`config.mk`:
```
export PLATFORM = sky130hd
export DESIGN_NAME = bitloc_unit
export DESIGN_NICKNAME = d
export VERILOG_FILES = /design/src/rtl/bitloc_pkg.sv /design/src/rtl/bitloc_locate.sv /design/src/rtl/bitloc_regsel.sv /design/src/rtl/bitloc_unit.sv
export SDC_FILE = /design/constraint.sdc
export NUM_CORES = 1
export LEC_CHECK = 0
export ABC_AREA = 1
export BUFFER_PORTS_ARGS = -buffer_cell sky130_fd_sc_hd__buf_2
export CAP_MARGIN = 20
export CELL_PAD_IN_SITES_DETAIL_PLACEMENT = 1
export CELL_PAD_IN_SITES_GLOBAL_PLACEMENT = 2
export CORE_ASPECT_RATIO = 0.5
export CORE_UTILIZATION = 27
export DETAILED_ROUTE_END_ITERATION = 16
export HOLD_SLACK_MARGIN = 0.08
export PLACE_DENSITY = 0.83
export SKIP_CTS_REPAIR_TIMING = 1
export SYNTH_ARGS = -nofsm -noshare
export SYNTH_HDL_FRONTEND = slang
export SYNTH_SLANG_ARGS = --single-unit
```
`constraint.sdc`:
```
create_clock -name clk -period 2.8 [get_ports clk]
set_input_delay 0.28 -clock clk [delete_from_list [all_inputs] [get_ports clk]]
set_output_delay 0.28 -clock clk [all_outputs]
set_load 0.02 [all_outputs]
```
`src/rtl/bitloc_pkg.sv`:
```
package bitloc_pkg;

    localparam int BYTE_BITS = 8;
    localparam int BIDX_W    = $clog2(BYTE_BITS);

    typedef enum logic [1:0] {
        ST_IDLE = 2'd0,
        ST_REQ  = 2'd1,
        ST_WAIT = 2'd2
    } loc_state_e;

endpackage

```
`src/rtl/bitloc_locate.sv`:
```
// Splits a signed bit offset into a floored byte step and a non-negative
// bit position, and adds the step to the byte base.
module bitloc_locate
    import bitloc_pkg::*;
#(
    parameter int OFS_W  = 32,
    parameter int ADDR_W = 32
) (
    input  logic [ADDR_W-1:0] base,
    input  logic [OFS_W-1:0]  offset,
    output logic [ADDR_W-1:0] byte_addr,
    output logic [BIDX_W-1:0] bit_idx
);
    logic signed [OFS_W-1:0] step;

    always_comb begin
        // arithmetic shift rounds toward minus infinity
        step      = $signed(offset) >>> BIDX_W;
        byte_addr = base + ADDR_W'(step);
        // low bits give the non-negative remainder in two's complement
        bit_idx   = offset[BIDX_W-1:0];
    end
endmodule

```
`src/rtl/bitloc_regsel.sv`:
```
// Picks a bit from a register operand and flags offsets outside its width.
module bitloc_regsel #(
    parameter int REG_W = 32,
    parameter int OFS_W = 32
) (
    input  logic [REG_W-1:0] reg_val,
    input  logic [OFS_W-1:0] offset,
    output logic             in_range,
    output logic             sel_bit
);
    localparam int IDX_W = $clog2(REG_W);

    logic [IDX_W-1:0] sel;

    generate
        if (OFS_W > IDX_W) begin : g_wide_ofs
            always_comb begin
                in_range = ~|offset[OFS_W-1:IDX_W];
                sel      = offset[IDX_W-1:0];
            end
        end else begin : g_narrow_ofs
            always_comb begin
                in_range = 1'b1;
                sel      = IDX_W'(offset);
            end
        end
    endgenerate

    assign sel_bit = reg_val[sel];
endmodule

```
`src/rtl/bitloc_unit.sv`:
```
module bitloc_unit
    import bitloc_pkg::*;
#(
    parameter int REG_W  = 32,
    parameter int OFS_W  = 32,
    parameter int ADDR_W = 32
) (
    input  logic              clk,
    input  logic              rst_n,
    input  logic              req_valid,
    output logic              req_ready,
    input  logic              req_mem,
    input  logic [REG_W-1:0]  req_reg,
    input  logic [ADDR_W-1:0] req_base,
    input  logic [OFS_W-1:0]  req_offset,
    output logic              mem_req_valid,
    input  logic              mem_req_ready,
    output logic [ADDR_W-1:0] mem_req_addr,
    input  logic              mem_rsp_valid,
    input  logic [7:0]        mem_rsp_data,
    output logic              res_valid,
    output logic              res_bit,
    output logic              res_err
);
    typedef struct packed {
        loc_state_e        state;
        logic [ADDR_W-1:0] addr;
        logic [BIDX_W-1:0] idx;
        logic              res_valid;
        logic              res_bit;
        logic              res_err;
    } loc_regs_t;

    loc_regs_t st_d, st_q;

    logic [ADDR_W-1:0] loc_addr;
    logic [BIDX_W-1:0] loc_idx;
    logic              reg_ok;
    logic              reg_bit;

    bitloc_locate #(.OFS_W(OFS_W), .ADDR_W(ADDR_W)) u_locate (
        .base      (req_base),
        .offset    (req_offset),
        .byte_addr (loc_addr),
        .bit_idx   (loc_idx)
    );

    bitloc_regsel #(.REG_W(REG_W), .OFS_W(OFS_W)) u_regsel (
        .reg_val  (req_reg),
        .offset   (req_offset),
        .in_range (reg_ok),
        .sel_bit  (reg_bit)
    );

    always_comb begin
        st_d           = st_q;
        st_d.res_valid = 1'b0;
        st_d.res_err   = 1'b0;
        unique case (st_q.state)
            ST_IDLE: begin
                if (req_valid) begin
                    if (req_mem) begin
                        st_d.state = ST_REQ;
                        st_d.addr  = loc_addr;
                        st_d.idx   = loc_idx;
                    end else if (reg_ok) begin
                        st_d.res_valid = 1'b1;
                        st_d.res_bit   = reg_bit;
                    end else begin
                        st_d.res_err = 1'b1;
                    end
                end
            end
            ST_REQ: begin
                if (mem_req_ready) st_d.state = ST_WAIT;
            end
            ST_WAIT: begin
                if (mem_rsp_valid) begin
                    st_d.res_valid = 1'b1;
                    st_d.res_bit   = mem_rsp_data[st_q.idx];
                    st_d.state     = ST_IDLE;
                end
            end
            default: st_d.state = ST_IDLE;
        endcase
    end

    always_ff @(posedge clk) begin
        if (!rst_n) begin
            st_q <= '{state: ST_IDLE, addr: '0, idx: '0,
                      res_valid: 1'b0, res_bit: 1'b0, res_err: 1'b0};
        end else begin
            st_q <= st_d;
        end
    end

    assign req_ready     = (st_q.state == ST_IDLE);
    assign mem_req_valid = (st_q.state == ST_REQ);
    assign mem_req_addr  = st_q.addr;
    assign res_valid     = st_q.res_valid;
    assign res_bit       = st_q.res_bit;
    assign res_err       = st_q.res_err;

    AST_REQ_HOLD: assert property (@(posedge clk) disable iff (!rst_n)
        mem_req_valid && !mem_req_ready |=> mem_req_valid && $stable(mem_req_addr))
        else $error("read request dropped or address moved");

    AST_RES_EXCL: assert property (@(posedge clk) disable iff (!rst_n)
        !(res_valid && res_err))
        else $error("result and error together");

    AST_REG_ONE: assert property (@(posedge clk) disable iff (!rst_n)
        req_valid && req_ready && !req_mem |=> (res_valid != res_err) && !mem_req_valid)
        else $error("register request did not finish in one cycle");

    AST_RSP_RES: assert property (@(posedge clk) disable iff (!rst_n)
        st_q.state == ST_WAIT && mem_rsp_valid |=> res_valid && req_ready)
        else $error("response did not produce a result");

    AST_BUSY_NREADY: assert property (@(posedge clk) disable iff (!rst_n)
        mem_req_valid |-> !req_ready && !res_valid)
        else $error("ready while busy");

    AST_MEM_START: assert property (@(posedge clk) disable iff (!rst_n)
        req_valid && req_ready && req_mem |=> mem_req_valid && !res_valid && !res_err)
        else $error("memory request not issued");
endmodule

```
==> results of run 1 <==
## area by class of cell
| class | instances | area [µm²] | area share |
|---|---|---|---|
| Multi-Input combinational cell | 604 | 2950 | 0.534 |
| Timing Repair Buffer | 149 | 753 | 0.136 |
| Tap cell | 227 | 284 | 0.0514 |
| Sequential cell | 40 | 801 | 0.145 |
| Inverter | 153 | 574 | 0.104 |
| Clock buffer | 6 | 129 | 0.0233 |
| Clock inverter | 2 | 35.0 | 0.00634 |
## cells by family after synthesis
group	after synthesis	synth area share
adder cells (fa/ha/maj)	32	0.0877
AND/OR/NAND/NOR	487	0.435
flip-flops	40	0.172
AO/OA/AOI/OAI	73	0.0895
buffers and inverters	200	0.194
XOR/XNOR	12	0.0226
## through the flow
step,setup slack [ns],power (W),utilization,std cells
finish,0.898,0.00219,0.333,1181
global route,0.682,0.00235,0.333,1181
CTS,0.893,0.00222,0.333,1181
detailed placement,0.582,0.00153,0.323,1173
global placement,0.622,0.00152,0.323,1173
floorplan,0.987,0.00127,-,844
## worst max path at each step
| stage | from | to | slack (ns) | cells past startpoint |
|---|---|---|---|---|
| after detailed placement | req_offset[3] | mem_req_addr[30] | 0.58 | 15 |
| after global routing | req_offset[3] | mem_req_addr[22] | 0.68 | 15 |
| final | req_offset[3] | mem_req_addr[30] | 0.90 | 15 |
| after CTS | req_offset[3] | mem_req_addr[30] | 0.89 | 15 |
| after global placement | req_offset[10] | mem_req_addr[17] | 0.62 | 11 |
| after floorplan | req_base[0] | mem_req_addr[30] | 0.99 | 14 |
## cell usage after synthesis
library cell	n
a21oi_4	1
o21ai_1	4
a31oi_1	1
inv_1	145
clkbuf_1	4
o211ai_1	5
buf_4	35
nor3_1	8
a21oi_1	28
nand2_1	255
a21boi_0	1
ha_1	31
o21a_1	1
xnor2_1	2
nor2_2	2
fa_1	1
nand4_1	9
nand3_1	69
nand3b_1	1
clkbuf_8	1
buf_2	7
nor2_1	128
a211oi_1	1
dfxtp_1	40
o21bai_1	6
inv_2	8
a21oi_2	1
nand2_2	9
nand3_2	1
xor2_1	10
and2_1	2
nand2_4	1
nor3_4	2
o21ai_0	24
## routing by layer
| layer | vias to the layer above | GRT usage | routed length [µm] |
|---|---|---|---|
| met1 | 2353 | 0.257 | 8500 |
| met4 | 0 | 0.0257 | 95 |
| met3 | 8 | 0.0264 | 873 |
| li1 | 2771 | - | - |
| met2 | 113 | 0.339 | 7310 |
| met5 | - | 0 | 0 |
## flip-flops by register name, summed over array words and instances, names as in the netlist
| name | count |
|---|---|
| res_err | 1 |
| mem_req_addr | 32 |
| res_bit | 1 |
| res_valid | 1 |
| st_q | 5 |
## power by group
group | switching, W | leakage (nW) | internal, W
Clock | 0.000257 | 0.0808 | 0.000420
Sequential | 0.0000253 | 0.329 | 0.000611
Combinational | 0.000566 | 2.92 | 0.000309
## critical path: stages
cell and delay, ns:
buf_2 0.12, ha_1 0.23, fa_1 0.45, nand2_2 0.13
nand2_1 0.06, nand3b_1 0.10, nand2_2 0.07, nand2_1 0.09
nand2_1 0.13, nand3_1 0.14, nand2_1 0.06, nand2_1 0.05
nand3_1 0.06, nand2_1 0.08, inv_1 0.03
==> impl_metrics.csv, run 1 <==
group,metric,value,unit
worst_hold_path,hold_depth,3,
cells_and_area,drive_gt1_frac,0.190,
cts,root_buffer,"clkbuf_16",
cts,clk_pin_slew,0.06,ns
timing,min_period_over_period,0.679,
route,drc_errors,0,
timing,tightest_slew,0.573,ns
timing,hold_ws,0.283,ns
setup_path,rr_startpoint,"st_q[38]",
floorplanning,die_w,188,µm
synth,ys_ff_latch,40,
setup_path,worstPathRequired,2.99,ns
cts,cts_tree,"built",
cells_and_area,layout_commonest_cell,"nand2_1",
synth,syn_area,4650,µm²
synth,yosysUniqueCellTypes,34,
cts,clockBufferDepth,2,
setup_path,start_kind,"primary input",
synth,synth_top_area_frac,0.206,
route,ant_nets,0,
synth,postSynthCellCount,844,
route,vias,5245,
timing,min_period,1.90,ns
floorplanning,initial_core_util,0.280,
synth,ys_seq_area_frac,0.172,
placement,dp_hpwl,14600,µm
timing,setup_violations,0,
power,powerDensity,396,nW/µm²
timing,relSlewSlack,0.617,
global_routing,grt_max_degree,40,
setup_path,end_kind,"flop",
global_routing,gr-total-overflow,0,
route,via_per_inst,4.44,
placement,post_dp_cell_area,5360,µm²
setup_path,reg2reg_slack,1.20,ns
global_routing,grt_pass1_vias,5429,
floorplanning,die_area,17800,µm²
timing,fin_setup_tns,0,ns
placement,place.gp.congestion,0.880,
outcome,status,"finished, final reports clean",
global_routing,grt.total_usage,0.193,
setup_path,path_class,"in2reg",
cells_and_area,fillers,2341,
global_routing,antenna_found_initial,0,
cts,clock_sinks,40,
setup_path,worst_r2r_endpoint,"mem_req_addr[15]",
setup_path,crit_fanout,4,
cells_and_area,antennaDiodeCount,0,
timing,rsz0062_at_grt,"false",
synth,syn_avg_cell_area,5.51,µm²
cts,cts_buffers,5,
route,first_pass_iters,4,
synth,syn_nets,986,
worst_hold_path,worst_hold_path.endpoint,"res_err",
route,drtIter0Drc,245,
floorplanning,die_y,94.8,µm
synth,synth_area_leader_cell,"nand2_1",
worst_hold_path,hold_path.class,"in2reg",
cts,htree_levels,2,
cells_and_area,layout_common_cells,"nand2_1 (255), buf_2 (146), inv_1 (145), nor2_1 (128), nand3_1 (69)",
synth,synth_area_leaders,"nand2_1 (21%), dfxtp_1 (17%), inv_1 (12%)",
timing,skew,0.00594,ns
cells_and_area,fin_area,5530,µm²
job,max-cap-violations,0,
placement,portBuffers,146,
power,vdd_ir_drop_max,215,µV
power,p_leak,3.33,nW
cts,clock_latency,0.29,ns
floorplanning,core_area,16600,µm²
setup_path,ff2ff_path_depth,7,
route,wl_per_cell,14.2,µm
route,wl,16800,µm
global_routing,grt_pass1_wl,27100,µm
floorplanning,io_pins,147,
setup_path,arrival,2.09,ns
cells_and_area,syn2layout_area_growth,18.8,%
cells_and_area,nNetsFinal,1095,
synth,synth.yosys.warnings,0,
floorplanning,rows,33,
timing,fmax,0.526,GHz
timing,hold_violations,0,
timing,maxSlewViolCount,0,
worst_hold_path,hold_start,"req_valid",
No activity file was read; power rests on OpenSTA's default activity.
==> run 2: changes to the inputs <==
--- a/config.mk
+++ b/config.mk
@@ -11,10 +11,10 @@
 export CELL_PAD_IN_SITES_DETAIL_PLACEMENT = 1
 export CELL_PAD_IN_SITES_GLOBAL_PLACEMENT = 2
 export CORE_ASPECT_RATIO = 0.5
-export CORE_UTILIZATION = 27
+export CORE_UTILIZATION = 25
 export DETAILED_ROUTE_END_ITERATION = 16
 export HOLD_SLACK_MARGIN = 0.08
-export PLACE_DENSITY = 0.83
+export PLACE_DENSITY = 0.78
 export SKIP_CTS_REPAIR_TIMING = 1
 export SYNTH_ARGS = -nofsm -noshare
 export SYNTH_HDL_FRONTEND = slang
==> constraint.sdc (replaced) <==
create_clock -name clk -period 1.76 [get_ports clk]
set_input_delay 0.176 -clock clk [delete_from_list [all_inputs] [get_ports clk]]
set_output_delay 0.176 -clock clk [all_outputs]
set_load 0.02 [all_outputs]
==> run 2 against run 1 <==
Via count grew 5.9%; register-to-register slack lost 0.88 ns; clock skew grew 0.0030 ns; sequential power grew 60%; global-route usage shrank 0.84 points; non-clock buffer count grew 78; count of clock-buffer cells in the layout shrank 1; final area grew 11%; setup slack lost 0.75 ns; clock power grew 31%; worst hold slack lost 0.13 ns; critical path depth shrank 4.
==> impl_metrics.csv, run 2 (synthesis gave the netlist of run 1 again) <==
group,metric,value,unit
route,first_pass_iters,4,
placement,dp.cells,1258,
global_routing,grt_pass1_vias,5777,
cells_and_area,post-route-util,0.346,
global_routing,grt.total_usage,0.184,
power,switchingPower,0.00136,W
timing,maxSlewViolCount,0,
placement,dp_hpwl,15000,µm
setup_path,worst_r2r_endpoint,"mem_req_addr[15]",
cells_and_area,antennaDiodeCount,0,
worst_hold_path,hold_path.class,"in2reg",
job,max-cap-violations,0,
floorplanning,die_area,19200,µm²
timing,hold_violations,0,
power,powerDensity,574,nW/µm²
timing,relSlewSlack,0.754,
outcome,status,"finished, final reports clean",
power,internal-power,0.00217,W
cells_and_area,nNetsFinal,1173,
cells_and_area,drive_gt1_frac,0.264,
power,power_frac_seq,0.288,
cells_and_area,syn2layout_area_growth,32.1,%
placement,portBuffers,146,
cells_and_area,largest_reg_flops,32,
setup_path,reg2reg_slack,0.32,ns
cts,clock_sinks,40,
cts,clk_pin_slew,0.06,ns
setup_path,arrival,1.80,ns
power,p_leak,3.69,nW
timing,skew,0.00890,ns
route,drtIter0Drc,148,
global_routing,gr-total-overflow,0,
placement,post_dp_cell_area,5970,µm²
route,ant_nets,0,
power,pwr-share-comb,0.461,
cts,clock_latency,0.28,ns
global_routing,grt_pass1_wl,28500,µm
setup_path,path_class,"in2reg",
floorplanning,rows,34,
cts,root_buffer,"clkbuf_16",
route,vias,5552,
worst_hold_path,hold_depth,3,
setup_path,end_kind,"flop",
floorplanning,initial_core_util,0.262,
floorplanning,core_area,17800,µm²
power,clkPwrFrac,0.251,
cts,cts_buffers,5,
timing,fmax,0.619,GHz
power,vdd_ir_drop_max,322,µV
worst_hold_path,worst_hold_path.endpoint,"res_err",
timing,min_period_over_period,0.919,
cts,cts_tree,"built",
cells_and_area,fin_area,6150,µm²
global_routing,antenna_found_initial,0,
setup_path,ff2ff_path_depth,7,
floorplanning,die_w,195,µm
floorplanning,die_y,98.5,µm
cts,htree_levels,2,
cells_and_area,layout_common_cells,"nand2_1 (248), buf_2 (146), inv_1 (145), nor2_1 (128), buf_4 (80)",
setup_path,crit_fanout,4,
setup_path,worstPathRequired,1.94,ns
global_routing,grt_max_degree,41,
cells_and_area,layout_commonest_cell,"nand2_1",
route,via_per_inst,4.39,
timing,min_period,1.62,ns
placement,place.gp.congestion,0.835,
route,wl_per_cell,13.6,µm
cts,clockBufferDepth,2,
floorplanning,io_pins,147,
timing,setup_violations,0,
route,drc_errors,0,
timing,tightest_slew,0.369,ns
setup_path,start_kind,"primary input",
worst_hold_path,hold_start,"req_valid",
cells_and_area,stdcell_count,1265,
power,power.share.switching,0.386,
setup_path,rr_startpoint,"st_q[38]",
timing,rsz0062_at_grt,"false",
route,wl,17200,µm
timing,hold_ws,0.157,ns
-- run 2: cell count changes in the layout (fill, tap and decap cells not counted), moves of 4 or more --
cell	change
nand2_1	-7
nand2_2	+7
a21oi_1	-4
a21oi_2	+4
buf_4	+77
-- run 2: worst max path at each step --
stage / from / endpoint / slack, ns / depth (start not counted)
2_1_floorplan: req_base[0] / mem_req_addr[30] / 0.05 / 14
3_3_place_gp: req_offset[3] / mem_req_addr[30] / -0.23 / 15
3_5_place_dp: req_offset[3] / mem_req_addr[30] / -0.28 / 15
4_1_cts: req_offset[3] / mem_req_addr[30] / 0.03 / 15
5_1_grt: req_base[6] / mem_req_addr[28] / 0.0006 / 15
6_report: req_offset[14] / mem_req_addr[19] / 0.14 / 11
-- run 2: layout make-up --
type / instances / area [µm²]
fill: 2452 / 11600
multi-input combinational: 604 / 2990
timing repair buffer: 227 / 1350
sequential: 40 / 801
inverter: 153 / 574
tap: 234 / 293
clock buffer: 5 / 125
clock inverter: 2 / 12.5
-- run 2: stage by stage --
stage / setup slack, ns / TNS (ns) / total power [W]
2_1_floorplan: 0.0512 / 0 / 0.00202
3_3_place_gp: -0.229 / -2.40 / 0.00263
3_5_place_dp: -0.278 / -2.97 / 0.00266
4_1_cts: 0.0261 / 0 / 0.00357
5_1_grt: 0.000560 / 0 / 0.00382
6_report: 0.143 / 0 / 0.00353
-- run 2: power groups by stage --
stage	Clock [W]	Combinational, W	Sequential (W)
2_1_floorplan	0	0.00100	0.00102
3_5_place_dp	0	0.00163	0.00104
4_1_cts	0.000912	0.00164	0.00102
6_report	0.000885	0.00163	0.00102
5_1_grt	0.000951	0.00184	0.00102
3_3_place_gp	0	0.00160	0.00104
-- run 2: routing by layer --
metal | up-vias | part of all wire | GRT usage
met4 | 0 | 0.0057 | 0.0188
met3 | 7 | 0.040 | 0.0222
met5 | - | 0 | 0
li1 | 2926 | - | -
met1 | 2519 | 0.51 | 0.252
met2 | 100 | 0.44 | 0.321
-- run 2: worst max-delay path, stage by stage --
cell and delay [ns]:
buf_2 0.11, ha_1 0.35, nand2_1 0.12, nor2_1 0.17, inv_2 0.08, nor2_1 0.21
nand4_1 0.20, nand4_1 0.15, nand3_1 0.12, nand2_1 0.08, inv_1 0.03
